File: src/rtl/serstat_pkg.sv
package serstat_pkg;
  localparam int BYTE_W = 8;
  localparam int NUM_VEC = 4;

  typedef enum logic [BYTE_W-1:0] {
    OP_PART = 8'h80,
    OP_ERR  = 8'hA0,
    OP_LINK = 8'hD0,
    OP_POL  = 8'hE0,
    OP_JAB  = 8'hF0,
    OP_VER  = 8'hFF
  } op_e;

  // index of each per-port vector in the packed set
  localparam int V_PART = 0;
  localparam int V_ERR  = 1;
  localparam int V_LINK = 2;
  localparam int V_POL  = 3;
endpackage

File: src/rtl/serstat_shifter.sv
module serstat_shifter #(
  parameter int W = 8
) (
  input  logic         clk,
  input  logic         rst,
  input  logic         cs_i,
  input  logic         bit_stb_i,
  input  logic         si_i,
  input  logic [W-1:0] resp_i,
  output logic [W-1:0] cmd_o,
  output logic         load_o,
  output logic         so_o
);
  localparam int FRAME = 2 * W;
  localparam int CW    = $clog2(FRAME + 1);

  logic [CW-1:0] cnt_q;
  logic [W-2:0]  cmd_q;
  logic [W-1:0]  sh_q;
  logic          step;
  logic          in_cmd;

  assign step   = cs_i && bit_stb_i && (cnt_q < CW'(FRAME));
  assign in_cmd = cnt_q < CW'(W);
  assign load_o = step && (cnt_q == CW'(W - 1));
  assign cmd_o  = {cmd_q, si_i};

  always_ff @(posedge clk) begin
    if (rst || !cs_i) begin
      cnt_q <= '0;
      cmd_q <= '0;
      sh_q  <= '0;
      so_o  <= 1'b0;
    end else if (step) begin
      cnt_q <= cnt_q + 1'b1;
      if (cnt_q < CW'(W - 1)) begin
        cmd_q <= {cmd_q[W-3:0], si_i};
      end
      if (load_o) begin
        so_o <= resp_i[W-1];
        sh_q <= {resp_i[W-2:0], 1'b0};
      end else if (!in_cmd) begin
        so_o <= sh_q[W-1];
        sh_q <= {sh_q[W-2:0], 1'b0};
      end
    end
  end
endmodule

File: src/rtl/serstat_flags.sv
module serstat_flags #(
  parameter int NPORTS = 8
) (
  input  logic              clk,
  input  logic              rst,
  input  logic [NPORTS-1:0] port_en_i,
  input  logic [NPORTS-1:0] fifo_err_i,
  input  logic [NPORTS-1:0] link_pass_i,
  input  logic              jabber_i,
  input  logic              clr_err_i,
  input  logic              clr_jab_i,
  output logic [NPORTS-1:0] err_q,
  output logic              jab_q,
  output logic [NPORTS-1:0] hold_q
);
  logic [NPORTS-1:0] en_q;
  logic [NPORTS-1:0] en_rise;

  assign en_rise = port_en_i & ~en_q;

  always_ff @(posedge clk) begin
    if (rst) begin
      en_q   <= '1;
      err_q  <= '0;
      jab_q  <= 1'b0;
      hold_q <= '0;
    end else begin
      en_q   <= port_en_i;
      // a new event always wins over the read clear
      err_q  <= clr_err_i ? fifo_err_i : (err_q | fifo_err_i);
      jab_q  <= clr_jab_i ? jabber_i : (jab_q | jabber_i);
      // hold released once the link logic reports fail for the port
      hold_q <= en_rise | (hold_q & link_pass_i);
    end
  end
endmodule

File: src/rtl/serstat_packer.sv
module serstat_packer #(
  parameter int NPORTS = 8
) (
  input  logic [NPORTS-1:0] vec_i,
  output logic [7:0]        byte_o
);
  localparam int STRIDE = 8 / NPORTS;

  always_comb begin
    byte_o = '0;
    for (int k = 0; k < NPORTS; k++) begin
      byte_o[k*STRIDE + STRIDE - 1] = vec_i[k];
    end
  end
endmodule

File: src/rtl/serstat_resp.sv
module serstat_resp
  import serstat_pkg::*;
#(
  parameter int         NPORTS  = 8,
  parameter logic [3:0] VERSION = 4'h5
) (
  input  logic              clk,
  input  logic              rst,
  input  logic              cs_i,
  input  logic              bit_stb_i,
  input  logic              si_i,
  output logic              so_o,
  input  logic [NPORTS-1:0] port_en_i,
  input  logic [NPORTS-1:0] part_i,
  input  logic [NPORTS-1:0] fifo_err_i,
  input  logic [NPORTS-1:0] link_pass_i,
  input  logic [NPORTS-1:0] pol_rev_i,
  input  logic [NPORTS-1:0] pol_fix_en_i,
  input  logic              jabber_i,
  output logic [NPORTS-1:0] link_force_o
);
  logic [BYTE_W-1:0] cmd;
  logic [BYTE_W-1:0] resp;
  logic              load;
  logic [NPORTS-1:0] err_q;
  logic              jab_q;
  logic [NPORTS-1:0] hold_q;
  logic              clr_err;
  logic              clr_jab;
  logic [NPORTS-1:0] vec [NUM_VEC];
  logic [BYTE_W-1:0] pk  [NUM_VEC];

  serstat_shifter #(.W(BYTE_W)) u_shift (
    .clk       (clk),
    .rst       (rst),
    .cs_i      (cs_i),
    .bit_stb_i (bit_stb_i),
    .si_i      (si_i),
    .resp_i    (resp),
    .cmd_o     (cmd),
    .load_o    (load),
    .so_o      (so_o)
  );

  assign clr_err = load && (cmd == OP_ERR);
  assign clr_jab = load && (cmd == OP_JAB);

  serstat_flags #(.NPORTS(NPORTS)) u_flags (
    .clk         (clk),
    .rst         (rst),
    .port_en_i   (port_en_i),
    .fifo_err_i  (fifo_err_i),
    .link_pass_i (link_pass_i),
    .jabber_i    (jabber_i),
    .clr_err_i   (clr_err),
    .clr_jab_i   (clr_jab),
    .err_q       (err_q),
    .jab_q       (jab_q),
    .hold_q      (hold_q)
  );

  assign link_force_o = hold_q;

  // per-port status vectors, before byte packing
  assign vec[V_PART] = ~part_i | ~port_en_i;
  assign vec[V_ERR]  = err_q;
  assign vec[V_LINK] = link_pass_i & ~hold_q;
  assign vec[V_POL]  = pol_rev_i & pol_fix_en_i;

  for (genvar g = 0; g < NUM_VEC; g++) begin : g_pack
    serstat_packer #(.NPORTS(NPORTS)) u_pk (
      .vec_i  (vec[g]),
      .byte_o (pk[g])
    );
  end

  always_comb begin
    case (cmd)
      OP_PART: resp = pk[V_PART];
      OP_ERR:  resp = pk[V_ERR];
      OP_LINK: resp = pk[V_LINK];
      OP_POL:  resp = pk[V_POL];
      OP_JAB:  resp = {jab_q, 7'b0};
      OP_VER:  resp = {4'h0, VERSION};
      default: resp = '0;
    endcase
  end
endmodule

File: config.mk
export PLATFORM = sky130hd
export DESIGN_NAME = serstat_resp
export DESIGN_NICKNAME = d
export VERILOG_FILES = /design/src/rtl/serstat_pkg.sv /design/src/rtl/serstat_shifter.sv /design/src/rtl/serstat_flags.sv /design/src/rtl/serstat_packer.sv /design/src/rtl/serstat_resp.sv
export SDC_FILE = /design/constraint.sdc
export NUM_CORES = 1
export LEC_CHECK = 0
export BUFFER_PORTS_ARGS = -buffer_cell sky130_fd_sc_hd__buf_2
export CAP_MARGIN = 25
export CORE_ASPECT_RATIO = 0.7
export CORE_UTILIZATION = 53
export DETAILED_ROUTE_END_ITERATION = 8
export HOLD_SLACK_MARGIN = 0.05
export PLACE_DENSITY = 0.8
export SKIP_LAST_GASP = 1
export SYNTH_ARGS = -nofsm -noshare
export SYNTH_HDL_FRONTEND = slang
export SYNTH_HIERARCHICAL = 1
export SYNTH_SLANG_ARGS = --single-unit
File: constraint.sdc
create_clock -name clk -period 2.3 [get_ports clk]
set_input_delay 0.115 -clock clk [delete_from_list [all_inputs] [get_ports clk]]
set_output_delay 0.115 -clock clk [all_outputs]
set_load 0.01 [all_outputs]
# Word-level counts from Yosys, hierarchy flattened
# Index checks and enable logic that the tools add are counted.
# Widths: inputs -> output; s select.
[word_totals]
in_bits = 54
reg_bits = 46
output_inout_bits = 9
word_cells = 48
[classes]
bitwise_logic = 12
order_cmp = 3
n_reduce_logical = 9
addsub = 1
n_eq_ne = 8
muxes = 7
[ops]
columns = ["cell", "count"]
rows = [
  ["$eq 8x8->1 const B", 6],
  ["$pmux 8 s6", 1],
  ["$and 8x8->8", 4],
  ["$not 8->8", 4],
  ["$mux 8", 3],
  ["$or 8x8->8", 3],
  ["$add 5x1->5 const B", 1],
  ["$eq 5x3->1 const B", 1],
  ["$logic_and 1x1->1", 5],
  ["$lt 5x3->1 const B", 1],
  ["$lt 5x4->1 const B", 1],
  ["$lt 5x5->1 const B", 1],
  ["$reduce_and 2->1", 2],
  ["$mux 1", 3],
  ["$ne 2x2->1 const B", 1],
  ["$logic_not 1->1", 1],
  ["$logic_or 1x1->1", 1],
  ["$or 1x1->1", 1],
]

# Depth between registers and ports, before layout
# Gate-level depths: netlist of run 1.
[depth]
depth_word = 5
depth_mapped = 8
depth_no_buf = 7

# Modules after synthesis
# The synthesis of run 1 kept the hierarchy.
[by_module_without_submodules]
columns = ["module", "cells_each", "instances", "seq_area_each_um2", "area_per_inst_um2"]
rows = [
  ["serstat_shifter", 89, 1, 400.4, 919.6],
  ["serstat_flags", 86, 1, 500.5, 824.5],
  ["serstat_resp", 81, 1, 0.0, 524.3],
  ["serstat_packer", 8, 4, 0.0, 60.1],
]

# Least setup slack after synthesis of run 1
# Ideal clock, no wire load.
[synth_path]
path_kind = "register to register"
start = "register u_shift.cmd_q[4]"
end = "register u_shift.so_o"
n_path_buf = 1
slack_ns = 0.601
setup_time_ns = 0.119
arrival_time_ns = 1.581
t_required_ns = 2.181
stages_incl_launch_ff = 7
synth_period_minus_slack_ns = 1.699
path_cell_list = "dfxtp_1 buf_2 mux2_2 a21oi_1 nor2_1 o31a_1 o221a_2"
[synth_between]
elab_chain_cells = 3
elab_cells_between_ends = 8
classes_between = "6 x eq/ne; 2 x mux"
[synth_lines]
columns = ["item", "line_no", "rtl"]
rows = [
  ["start: declaration", "serstat_shifter.sv:18", "logic [W-2:0] cmd_q;"],
  ["start signal: assignment", "serstat_shifter.sv:37", "cmd_q <= {cmd_q[W-3:0], si_i};"],
  ["$eq 8x8->1", "serstat_resp.sv:78", "case (cmd)"],
  ["$pmux 8 s6 *", "serstat_resp.sv:78", ""],
  ["via resp[7]", "serstat_resp.sv:23", "logic [BYTE_W-1:0] resp;"],
  ["$mux 1 *", "serstat_shifter.sv:39", "if (load_o) begin"],
  ["end signal: assignment", "serstat_shifter.sv:40", "so_o <= resp_i[W-1];"],
  ["end signal: assignment", "serstat_shifter.sv:43", "so_o <= sh_q[W-1];"],
  ["end: declaration", "serstat_shifter.sv:12", "output logic so_o"],
]
# Mark *: on every way through the listed nets, which the timed path passes. The rest lies on a longest branch.
# A chain may end at the register's enable or synchronous reset.

# Worst setup path after layout of run 1
[layout_path]
start = "register u_shift.cmd_q[5]"
end = "register u_shift.sh_q[4]"
[layout_between]
elab_chain_cells = 3
elab_cells_between_ends = 8
classes_between = "6 x eq/ne; 2 x mux"
[layout_lines]
columns = ["item", "line_no", "rtl"]
rows = [
  ["$eq 8x8->1", "serstat_resp.sv:78", ""],
  ["$pmux 8 s6 *", "serstat_resp.sv:78", ""],
  ["via resp[3]", "serstat_resp.sv:23", ""],
  ["$mux 8 *", "serstat_shifter.sv:39", ""],
  ["end signal: assignment", "serstat_shifter.sv:41", "sh_q <= {resp_i[W-2:0], 1'b0};"],
  ["end signal: assignment", "serstat_shifter.sv:44", "sh_q <= {sh_q[W-2:0], 1'b0};"],
  ["end: declaration", "serstat_shifter.sv:19", "logic [W-1:0] sh_q;"],
]
# Marked as above.

==> results.tsv, run 1 <==
stage	metric	value	unit
floorplan	initial core utilization	0.566	
cts	clk sinks	45	
synthesis	Mapped Area	0.00251	mm^2
sta	Final Hold Violating Endpoints	0	
cts	clock insertion delay at the later pin of the skew report	0.30	ns
finish	filler cell count	365	
outcome	failing checks	design-rule violations	
place	HPWL Detailed	3460	um
routing	met3 wire length	273	um
synthesis	largest area contributor in the netlist	dfxtp_1	
finish	P&R area growth vs syn	15.0	%
floorplan	Die Height	59.6	um
power	pwr dens	560	mW/mm^2
critical_path	worst-path maximum fanout	18	
sta	RSZ-0062 raised after global routing	no	
finish	Finished Cell Area	0.00288	mm^2
synthesis	Yosys warnings	6	
synthesis	synthesis-stage register bit count	45	
sta	setup TNS	0	ns
cts	H-Tree Depth	2	
sta	transition time of the tightest slew-check pin	0.726	ns
sta	Max Slew Vio Count	0	
synthesis	Post-Syn Instances	288	
cts	Root Buffer	clkbuf_8	
sta	Fmax	0.514	GHz
sta	Hold WS	0.0596	ns
global_routing	largest net degree at the start of global routing	27	
outcome	run status	complete, but fails checks	
sta	Clock Skew	0.00542	ns
power	maximum VDD drop	0.352	mV
sta	Tcrit/Tclk final	0.845	
routing	routed vias/inst	5.09	
cts	CTS Buffer Depth	2	
place	routability cong.	0.810	
hold_path	Worst Hold Depth	3	
finish	Layout Nets	389	
routing	wire length on met1	2550	um
routing	DRC violations left	8	
floorplan	die area	0.00502	mm^2
sta	final setup vio count	0	
critical_path	depth of the worst register-to-register path	6	
floorplan	Die W	84.2	um
synthesis	Synth top area share	0.359	
synthesis	sequential area share after synthesis	0.359	
routing	total number of vias	1987	
synthesis	Post-synth EDFFs	0	
critical_path	Crit path arrival time	2.14	ns
floorplan	I/O Pins	63	
global_routing	number of global-route vias before repair	1887	
sta	fin crit period	1.94	ns
critical_path	Crit. End Element	register	
job	Max Cap Viol	0	
synthesis	post-synthesis cell type count	42	
global_routing	grt ovf	0	
routing	wire per inst	13.1	um
global_routing	first-pass GRT wire length	8670	um
global_routing	initial antenna violation count	0	
sta	worst relative slew slack	0.514	
synthesis	Primary FF master, synth	dfxtp_1	
cts	TritonCTS clock tree	done	
synthesis	fraction of registers with async set/reset	0	
cts	total CTS buffers	5	
cts	CTS resizes	0	
synthesis	top cells by area, synth	dfxtp_1, buf_4, nand2b_1	
routing	met2 WL post-DR	2220	um
synthesis	syn avg cell area	8.71	um^2
critical_path	WP data required	2.49	ns
cts	Clock Pin Slew Worst Setup and Hold Paths	0.08	ns
routing	DRT iter0 DRCs	165	
place	number of buffers added on ports	62	
critical_path	CP startpoint kind	register	
cts	Post-CTS Setup Bufs	0	
routing	Detailed Routing Iterations Pass 1	7	
routing	Top Metal Used	met4	
finish	ant diodes	0	
routing	post-route ant nets	0	
place	Cell Area, Placed	0.00257	mm^2
floorplan	core area	0.00443	mm^2
routing	Routed WL	5110	um
synthesis	Net Count, Synth	343	
critical_path	WS Path Type	reg -> reg	
finish	share of cells above drive strength 1	0.278	
global_routing	Overall Global Routing Usage	0.227	
hold_path	Min-Delay Path Class	in -> reg	
power	Leakage	1.27	nW
floorplan	std cell rows	20	
-- critical path: stages, from the launching register on --
cell and delay [ns]:
dfxtp_1 0.73, nor2_1 0.19, a22oi_1 0.19, o22a_1 0.16, nor2_1 0.04, o31a_1 0.28
o221a_2 0.24
-- kinds of logic (layout without fill, tap and decap cells) --
| logic type | after synthesis | after routing | share of synthesized area |
|---|---|---|---|
| XOR/XNOR | 2 | 2 | 0.00698 |
| AND/OR/NAND/NOR | 113 | 113 | 0.256 |
| adder cells (fa/ha/maj) | 1 | 1 | 0.00499 |
| buffers and inverters | 55 | 102 | 0.150 |
| multiplexers | 14 | 14 | 0.0564 |
| flip-flops | 45 | 45 | 0.359 |
| AO/OA/AOI/OAI | 58 | 58 | 0.167 |
-- report_power, final --
part	internal [W]	total, W	switching (W)	leakage [nW]
clock	0.000354	0.000619	0.000265	0.0585
sequential	0.000804	0.000816	0.0000119	0.369
combinational	0.000102	0.000180	0.0000773	0.848
total	0.00126	0.00161	0.000354	1.27
-- path summary, 6_finish.rpt --
kind | from | end | slack [ns]
min | link_pass_i[2] | u_flags/hold_q[2] | 0.06
min reg2reg | u_shift/sh_q[1] | u_shift/sh_q[1] | 0.47
max | u_shift/cmd_q[5] | u_shift/sh_q[4] | 0.36
max reg2reg | u_shift/cmd_q[5] | u_shift/sh_q[4] | 0.36
-- routing by layer --
layer  GRT usage  vias to the layer above
met4      0.0887                        0
met3      0.0460                        7
met5           0                        -
li1            -                     1035
met2       0.359                       68
met1       0.309                      877
-- cell type report --
class                           count  area (um^2)  area share
Timing Repair Buffer               84          529       0.184
Inverter                           10         37.5      0.0130
Clock inverter                      1         30.0      0.0104
Tap cell                           55         68.8      0.0239
Sequential cell                    45          901       0.312
Clock buffer                        7         86.3      0.0299
Multi-Input combinational cell    188         1230       0.427
-- synthesized netlist by cell type (2+ instances only) --
cell type  number
xor2_1          2
or2_2           5
buf_2           4
a22oi_1         4
nand2b_1       27
buf_6           4
mux2i_1        13
o31a_1          7
o21ai_2         2
a21oi_1        23
nor3b_2         2
or2_1           3
inv_1          10
buf_4          36
nor2_1         12
o21a_1          3
nand3_1         3
o221a_2         7
and2_1          9
a32oi_1         3
dfxtp_1        45
nand2_1        26
and3_1          5
nor2b_1        10
o22a_1          4
o21ai_0         3
-- through the flow --
stage           util  setup slack [ns]  power (W)  cells
3_3_place_gp   0.577             0.406   0.000980    361
3_5_place_dp   0.580             0.378   0.000985    362
4_1_cts        0.651             0.383    0.00162    390
6_report       0.651             0.356    0.00161    390
5_1_grt        0.651             0.176    0.00169    390
2_1_floorplan      -             0.601   0.000962    288
-- flip-flops by register name, summed over array words and instances, names as in the netlist --
| name | flops |
|---|---|
| u_flags/en_q | 8 |
| u_flags/jab_q | 1 |
| u_shift/cmd_q | 7 |
| u_shift/cnt_q | 5 |
| u_shift/so_o | 1 |
| u_flags/err_q | 8 |
| u_shift/sh_q | 7 |
| u_flags/hold_q | 8 |
-- timing repair --
item	CTS	global route
hold buffers	20	0
endpoints found under the hold margin	20	0
endpoints found under the setup margin	0	0
-- cell usage in the layout, fill, tap and decap left out, drive strengths merged, types with 6 or more instances in the layout --
cell	synthesis	layout
a21oi	23	23
and2	10	10
and3	6	6
buf	44	64
clkbuf	1	7
dfxtp	45	45
dlygate4sd3	0	20
inv	10	10
mux2i	13	13
nand2	27	27
nand2b	27	27
nor2	13	13
nor2b	10	10
o221a	7	7
o31a	7	7
or2	8	8
Note: power is estimated with default switching activity, not from simulation.
==> inputs of run 2 (changes only) <==
==> constraint.sdc (replaced) <==
create_clock -name clk -period 2.05 [get_ports clk]
set_input_delay 0.1025 -clock clk [delete_from_list [all_inputs] [get_ports clk]]
set_output_delay 0.1025 -clock clk [all_outputs]
set_load 0.01 [all_outputs]
==> run 2 against run 1 <==
Against the previous run: the flow still finishes with violations (design-rule violations); design area is 2.2% lower; critical path type unchanged; largest cell class unchanged; power is 1.3% higher; routed wire length is 1.9% higher; critical endpoint is now u_shift/so_o.
==> results.tsv, run 2 (same netlist as run 1, synthesis figures left out) <==
stage	metric	value	unit
sta	Fmax	0.532	GHz
cts	H-Tree Depth	2	
floorplan	Die Height	59.6	um
sta	final setup vio count	0	
cts	Root Buffer	clkbuf_8	
outcome	run status	complete, but fails checks	
global_routing	Overall Global Routing Usage	0.221	
critical_path	WP data required	2.23	ns
power	maximum VDD drop	0.389	mV
place	routability cong.	0.838	
global_routing	first-pass GRT wire length	8520	um
routing	Detailed Routing Iterations Pass 1	6	
global_routing	initial antenna violation count	0	
sta	setup TNS	0	ns
sta	Clock Skew	0.00628	ns
finish	ant diodes	0	
floorplan	std cell rows	20	
routing	wire per inst	13.4	um
cts	CTS resizes	0	
finish	Layout Nets	388	
sta	RSZ-0062 raised after global routing	no	
hold_path	Min-Delay Path Class	in -> reg	
cts	clock insertion delay at the later pin of the skew report	0.29	ns
critical_path	crit-path leading delay family	compound AO/OA/AOI/OAI gates	
sta	post-route worst setup slack	0.169	ns
finish	Cell Count, Final, Fillers Out	389	
floorplan	Die W	84.2	um
place	HPWL Detailed	3660	um
cts	clk sinks	45	
critical_path	Largest stage delay, worst path	0.63	ns
routing	routed vias/inst	5.15	
place	dpl ws	0.212	ns
place	number of buffers added on ports	62	
finish	share of cells above drive strength 1	0.287	
floorplan	initial core utilization	0.566	
sta	Final Hold Violating Endpoints	0	
power	Leakage	1.26	nW
routing	DRC violations left	8	
critical_path	Buf/Inv on CP	0	
sta	transition time of the tightest slew-check pin	0.524	ns
critical_path	slowest CP cell	dfxtp_1	
routing	total number of vias	2003	
routing	DRT iter0 DRCs	95	
finish	commonest non-fill, non-tap cell in the layout	buf_2	
cts	Post-CTS Setup Bufs	0	
critical_path	worst-path maximum fanout	15	
place	Placed Cells	366	
power	pwr dens	580	mW/mm^2
cts	Post-CTS Hold Buffers	14	
finish	Post-Route Utilization	0.637	
routing	post-route ant nets	0	
job	Max Cap Viol	0	
routing	Routed WL	5210	um
finish	filler cell count	366	
cts	TritonCTS clock tree	done	
sta	Tcrit/Tclk final	0.918	
sta	fin crit period	1.88	ns
cts	Clock Pin Slew Worst Setup and Hold Paths	0.08	ns
critical_path	Crit. End Element	register	
cts	CTS Buffer Depth	2	
floorplan	die area	0.00502	mm^2
finish	Top Registers	u_flags/en_q x8, u_flags/err_q x8, u_flags/hold_q x8	
cts	total CTS buffers	5	
global_routing	largest net degree at the start of global routing	27	
finish	commonest non-fill, non-tap cells in the layout	buf_2, dfxtp_1, nand2b_1, nand2_1, a21oi_1	
critical_path	CP cell instances	mux2_2, a21oi_1, nor2_1, o31a_1, o221a_2	
sta	Max Slew Vio Count	0	
critical_path	WS Path Type	reg -> reg	
floorplan	core area	0.00443	mm^2
global_routing	grt ovf	0	
floorplan	I/O Pins	63	
critical_path	CP startpoint kind	register	
outcome	failing checks	design-rule violations	
finish	P&R area growth vs syn	12.5	%
global_routing	number of global-route vias before repair	1931	
critical_path	Crit path arrival time	2.06	ns
sta	worst relative slew slack	0.650	
[run 2: cell types whose count changed in the layout (fill, tap and decap cells not counted), sizes merged]
cell         change
buf              +5
bufinv           -1
clkbuf           +1
dlygate4sd3      -6
[run 2: routing by layer]
layer,part of all wire,GRT usage,vias to the layer above
met1,0.49,0.287,895
li1,-,-,1041
met4,0.013,0.0714,0
met2,0.45,0.375,58
met3,0.046,0.0474,9
met5,0,0,-
[run 2: layout make-up]
cell class	count	area, um^2	area share
clock buffer	8	80.1	0.0284
inverter	10	37.5	0.0133
multi-input combinational	188	1230	0.436
sequential	45	901	0.319
tap	55	68.8	0.0244
timing repair buffer	83	503	0.178
[run 2: stage by stage]
| stage | total power (W) | cell area (um^2) | hold slack [ns] |
|---|---|---|---|
| global route | 0.00171 | 2820 | 0.0582 |
| detailed placement | 0.00111 | 2590 | 0.321 |
| floorplan | 0.00108 | 2510 | 0.202 |
| CTS | 0.00163 | 2810 | 0.0509 |
| finish | 0.00164 | 2820 | 0.0539 |
| global placement | 0.00110 | 2590 | 0.318 |
[run 2: final timing paths]
kind / start / end / slack [ns] / cells after the start
worst min register to register: u_shift/sh_q[1] / u_shift/sh_q[1] / 0.47 / 2
worst max-delay path: u_shift/cmd_q[4] / u_shift/so_o / 0.17 / 5
worst min-delay path: jabber_i / u_flags/jab_q / 0.05 / 3
worst max register to register: u_shift/cmd_q[4] / u_shift/so_o / 0.17 / 5
[run 2: report_power, final]
group / internal (W) / switching (W)
clock: 0.000243 / 0.000283
combinational: 0.000108 / 0.0000868
sequential: 0.000902 / 0.0000138
[run 2: worst register-to-register path, cell delays in order, from the launching register on]
cell,delay [ns]
dfxtp_1,0.63
mux2_2,0.41
a21oi_1,0.14
nor2_1,0.06
o31a_1,0.27
o221a_2,0.26
==> inputs of run 3 (changes only) <==
--- a/config.mk
+++ b/config.mk
@@ -7,7 +7,6 @@
 export LEC_CHECK = 0
 export BUFFER_PORTS_ARGS = -buffer_cell sky130_fd_sc_hd__buf_2
 export CAP_MARGIN = 25
-export CORE_ASPECT_RATIO = 0.7
 export CORE_UTILIZATION = 53
 export DETAILED_ROUTE_END_ITERATION = 8
 export HOLD_SLACK_MARGIN = 0.05
==> run 3 against run 2 <==
Against the previous run: the run now ends clean; first-iteration DRC count rose by 47%; setup slack improved by 0.016 ns; critical path type unchanged; critical endpoint unchanged; fmax rose by 0.86%; routed wire length fell by 2.9%; sequential cell count did not move; cell count rose by 1.0%; largest power group unchanged.
==> results.tsv, run 3 (same netlist as run 1, synthesis figures left out) <==
stage	metric	value	unit
power	Sw Pwr	0.000381	W
finish	Layout Nets	396	
critical_path	CP startpoint kind	register	
sta	Clock Skew	0.00757	ns
critical_path	CP cell instances	mux2_2, a21oi_1, nor2_1, o31a_1, o221a_2	
cts	Clock Pin Slew Worst Setup and Hold Paths	0.08	ns
hold_path	Worst Hold Endpoint	u_flags/hold_q[5]	
critical_path	depth of the worst register-to-register path	5	
critical_path	worst-path maximum fanout	15	
hold_path	Min-Delay Path Class	in -> reg	
critical_path	reg2reg setup slack	0.18	ns
floorplan	Die Height	70.8	um
power	Seq pwr share	0.548	
cts	H-Tree Depth	2	
floorplan	Die W	70.8	um
place	routability cong.	0.791	
power	Leakage	1.30	nW
sta	setup TNS	0	ns
global_routing	number of global-route vias before repair	1953	
cts	Root Buffer	clkbuf_8	
floorplan	core area	0.00444	mm^2
routing	Detailed Routing Iterations Pass 1	6	
sta	RSZ-0062 raised after global routing	no	
power	Internal	0.00129	W
global_routing	first-pass GRT wire length	8450	um
hold_path	Worst Hold Depth	3	
finish	commonest non-fill, non-tap cell in the layout	buf_2	
finish	Finished Cell Area	0.00291	mm^2
power	pwr dens	574	mW/mm^2
finish	share of cells above drive strength 1	0.284	
cts	CTS Buffer Depth	2	
finish	Post-Route Utilization	0.654	
place	HPWL Detailed	3540	um
sta	Max Slew Vio Count	0	
critical_path	CP startpoint	u_shift/cmd_q[4]	
routing	DRC violations left	0	
cts	CTS resizes	0	
routing	total number of vias	2029	
floorplan	initial core utilization	0.564	
power	switching part of the total	0.228	
routing	Routed WL	5060	um
sta	final setup vio count	0	
routing	post-route ant nets	0	
critical_path	WP data required	2.24	ns
finish	Top Registers	u_flags/en_q x8, u_flags/err_q x8, u_flags/hold_q x8	
sta	fin crit period	1.87	ns
sta	Tcrit/Tclk final	0.910	
power	Comb power frac	0.123	
power	maximum VDD drop	0.372	mV
sta	transition time of the tightest slew-check pin	0.639	ns
cts	clock insertion delay at the later pin of the skew report	0.30	ns
power	Power, Total	0.00167	W
sta	worst relative slew slack	0.573	
critical_path	Largest stage delay, worst path	0.62	ns
sta	Final Hold Violating Endpoints	0	
hold_path	min-delay src	link_pass_i[5]	
finish	commonest non-fill, non-tap cells in the layout	buf_2, dfxtp_1, nand2b_1, nand2_1, a21oi_1	
finish	P&R area growth vs syn	15.9	%
routing	wire per inst	12.9	um
place	number of buffers added on ports	62	
floorplan	die area	0.00501	mm^2
global_routing	Overall Global Routing Usage	0.214	
power	Clock power frac	0.329	
cts	TritonCTS clock tree	done	
floorplan	std cell rows	24	
critical_path	worst r2r dst	u_shift/so_o	
sta	Fmax	0.536	GHz
global_routing	initial antenna violation count	0	
finish	ant diodes	0	
critical_path	slowest CP cell	dfxtp_1	
global_routing	largest net degree at the start of global routing	27	
floorplan	I/O Pins	63	
critical_path	Crit path arrival time	2.05	ns
cts	total CTS buffers	5	
routing	routed vias/inst	5.16	
global_routing	grt ovf	0	
critical_path	WS Path Type	reg -> reg	
routing	DRT iter0 DRCs	140	
outcome	run status	finished clean	
job	Max Cap Viol	0	
critical_path	Crit. End Element	register	
place	Cell Area, Placed	0.00260	mm^2
cts	clk sinks	45	
critical_path	worst r2r src	u_shift/cmd_q[4]	
run 3: cell types whose count changed in the layout (fill, tap and decap cells not counted):
cell           previous run  this run
dlygate4sd3_1            14        22
buf_6                     0         1
buf_4                     7         6
clkbuf_1                  3         1
clkbuf_8                  5         6
run 3: worst max-delay path by stage:
stage,to,slack (ns)
finish,u_shift/so_o,0.18
global route,u_flags/err_q[0],0.07
CTS,u_shift/so_o,0.20
detailed placement,u_shift/so_o,0.23
global placement,u_flags/err_q[2],0.24
floorplan,u_shift/so_o,0.35
run 3: cell type report:
| type | count | area [um^2] |
|---|---|---|
| Clock buffer | 7 | 86.3 |
| Inverter | 10 | 37.5 |
| Multi-Input combinational cell | 188 | 1230 |
| Tap cell | 52 | 65.1 |
| Sequential cell | 45 | 901 |
| Fill cell | 401 | 1540 |
| Timing Repair Buffer | 91 | 587 |
run 3: worst max-delay path: cells and delay by family, from the launching register on:
kind	cells	cell delay, ns
muxes	1	0.39
and+or+nand+nor	1	0.07
DFF	1	0.62
AOI/OAI and AO/OA	3	0.68
run 3: metal layers:
layer	GRT usage	wire, um	vias to the layer above
met5	0	0	-
met4	0.0911	86	0
met3	0.0342	215	8
met2	0.369	2420	50
met1	0.266	2340	917
li1	-	-	1054
run 3: power groups by stage:
stage,clock (W),sequential (W),combinational (W)
after floorplan,0,0.000936,0.000143
after global placement,0,0.000935,0.000166
after detailed placement,0,0.000936,0.000172
after CTS,0.000561,0.000916,0.000205
after global routing,0.000596,0.000919,0.000227
final,0.000549,0.000916,0.000206
run 3: metrics by stage:
| stage | std cells | setup WS, ns | hold WS, ns |
|---|---|---|---|
| 6_report | 393 | 0.185 | 0.0499 |
| 5_1_grt | 393 | 0.0721 | 0.0561 |
| 4_1_cts | 393 | 0.204 | 0.0507 |
| 3_5_place_dp | 364 | 0.231 | 0.319 |
| 3_3_place_gp | 363 | 0.244 | 0.318 |
| 2_1_floorplan | 288 | 0.351 | 0.202 |
run 3: what timing repair did:
item	CTS	global route
hold buffers	22	0
buffers inserted	0	0
endpoints found under the hold margin	22	0
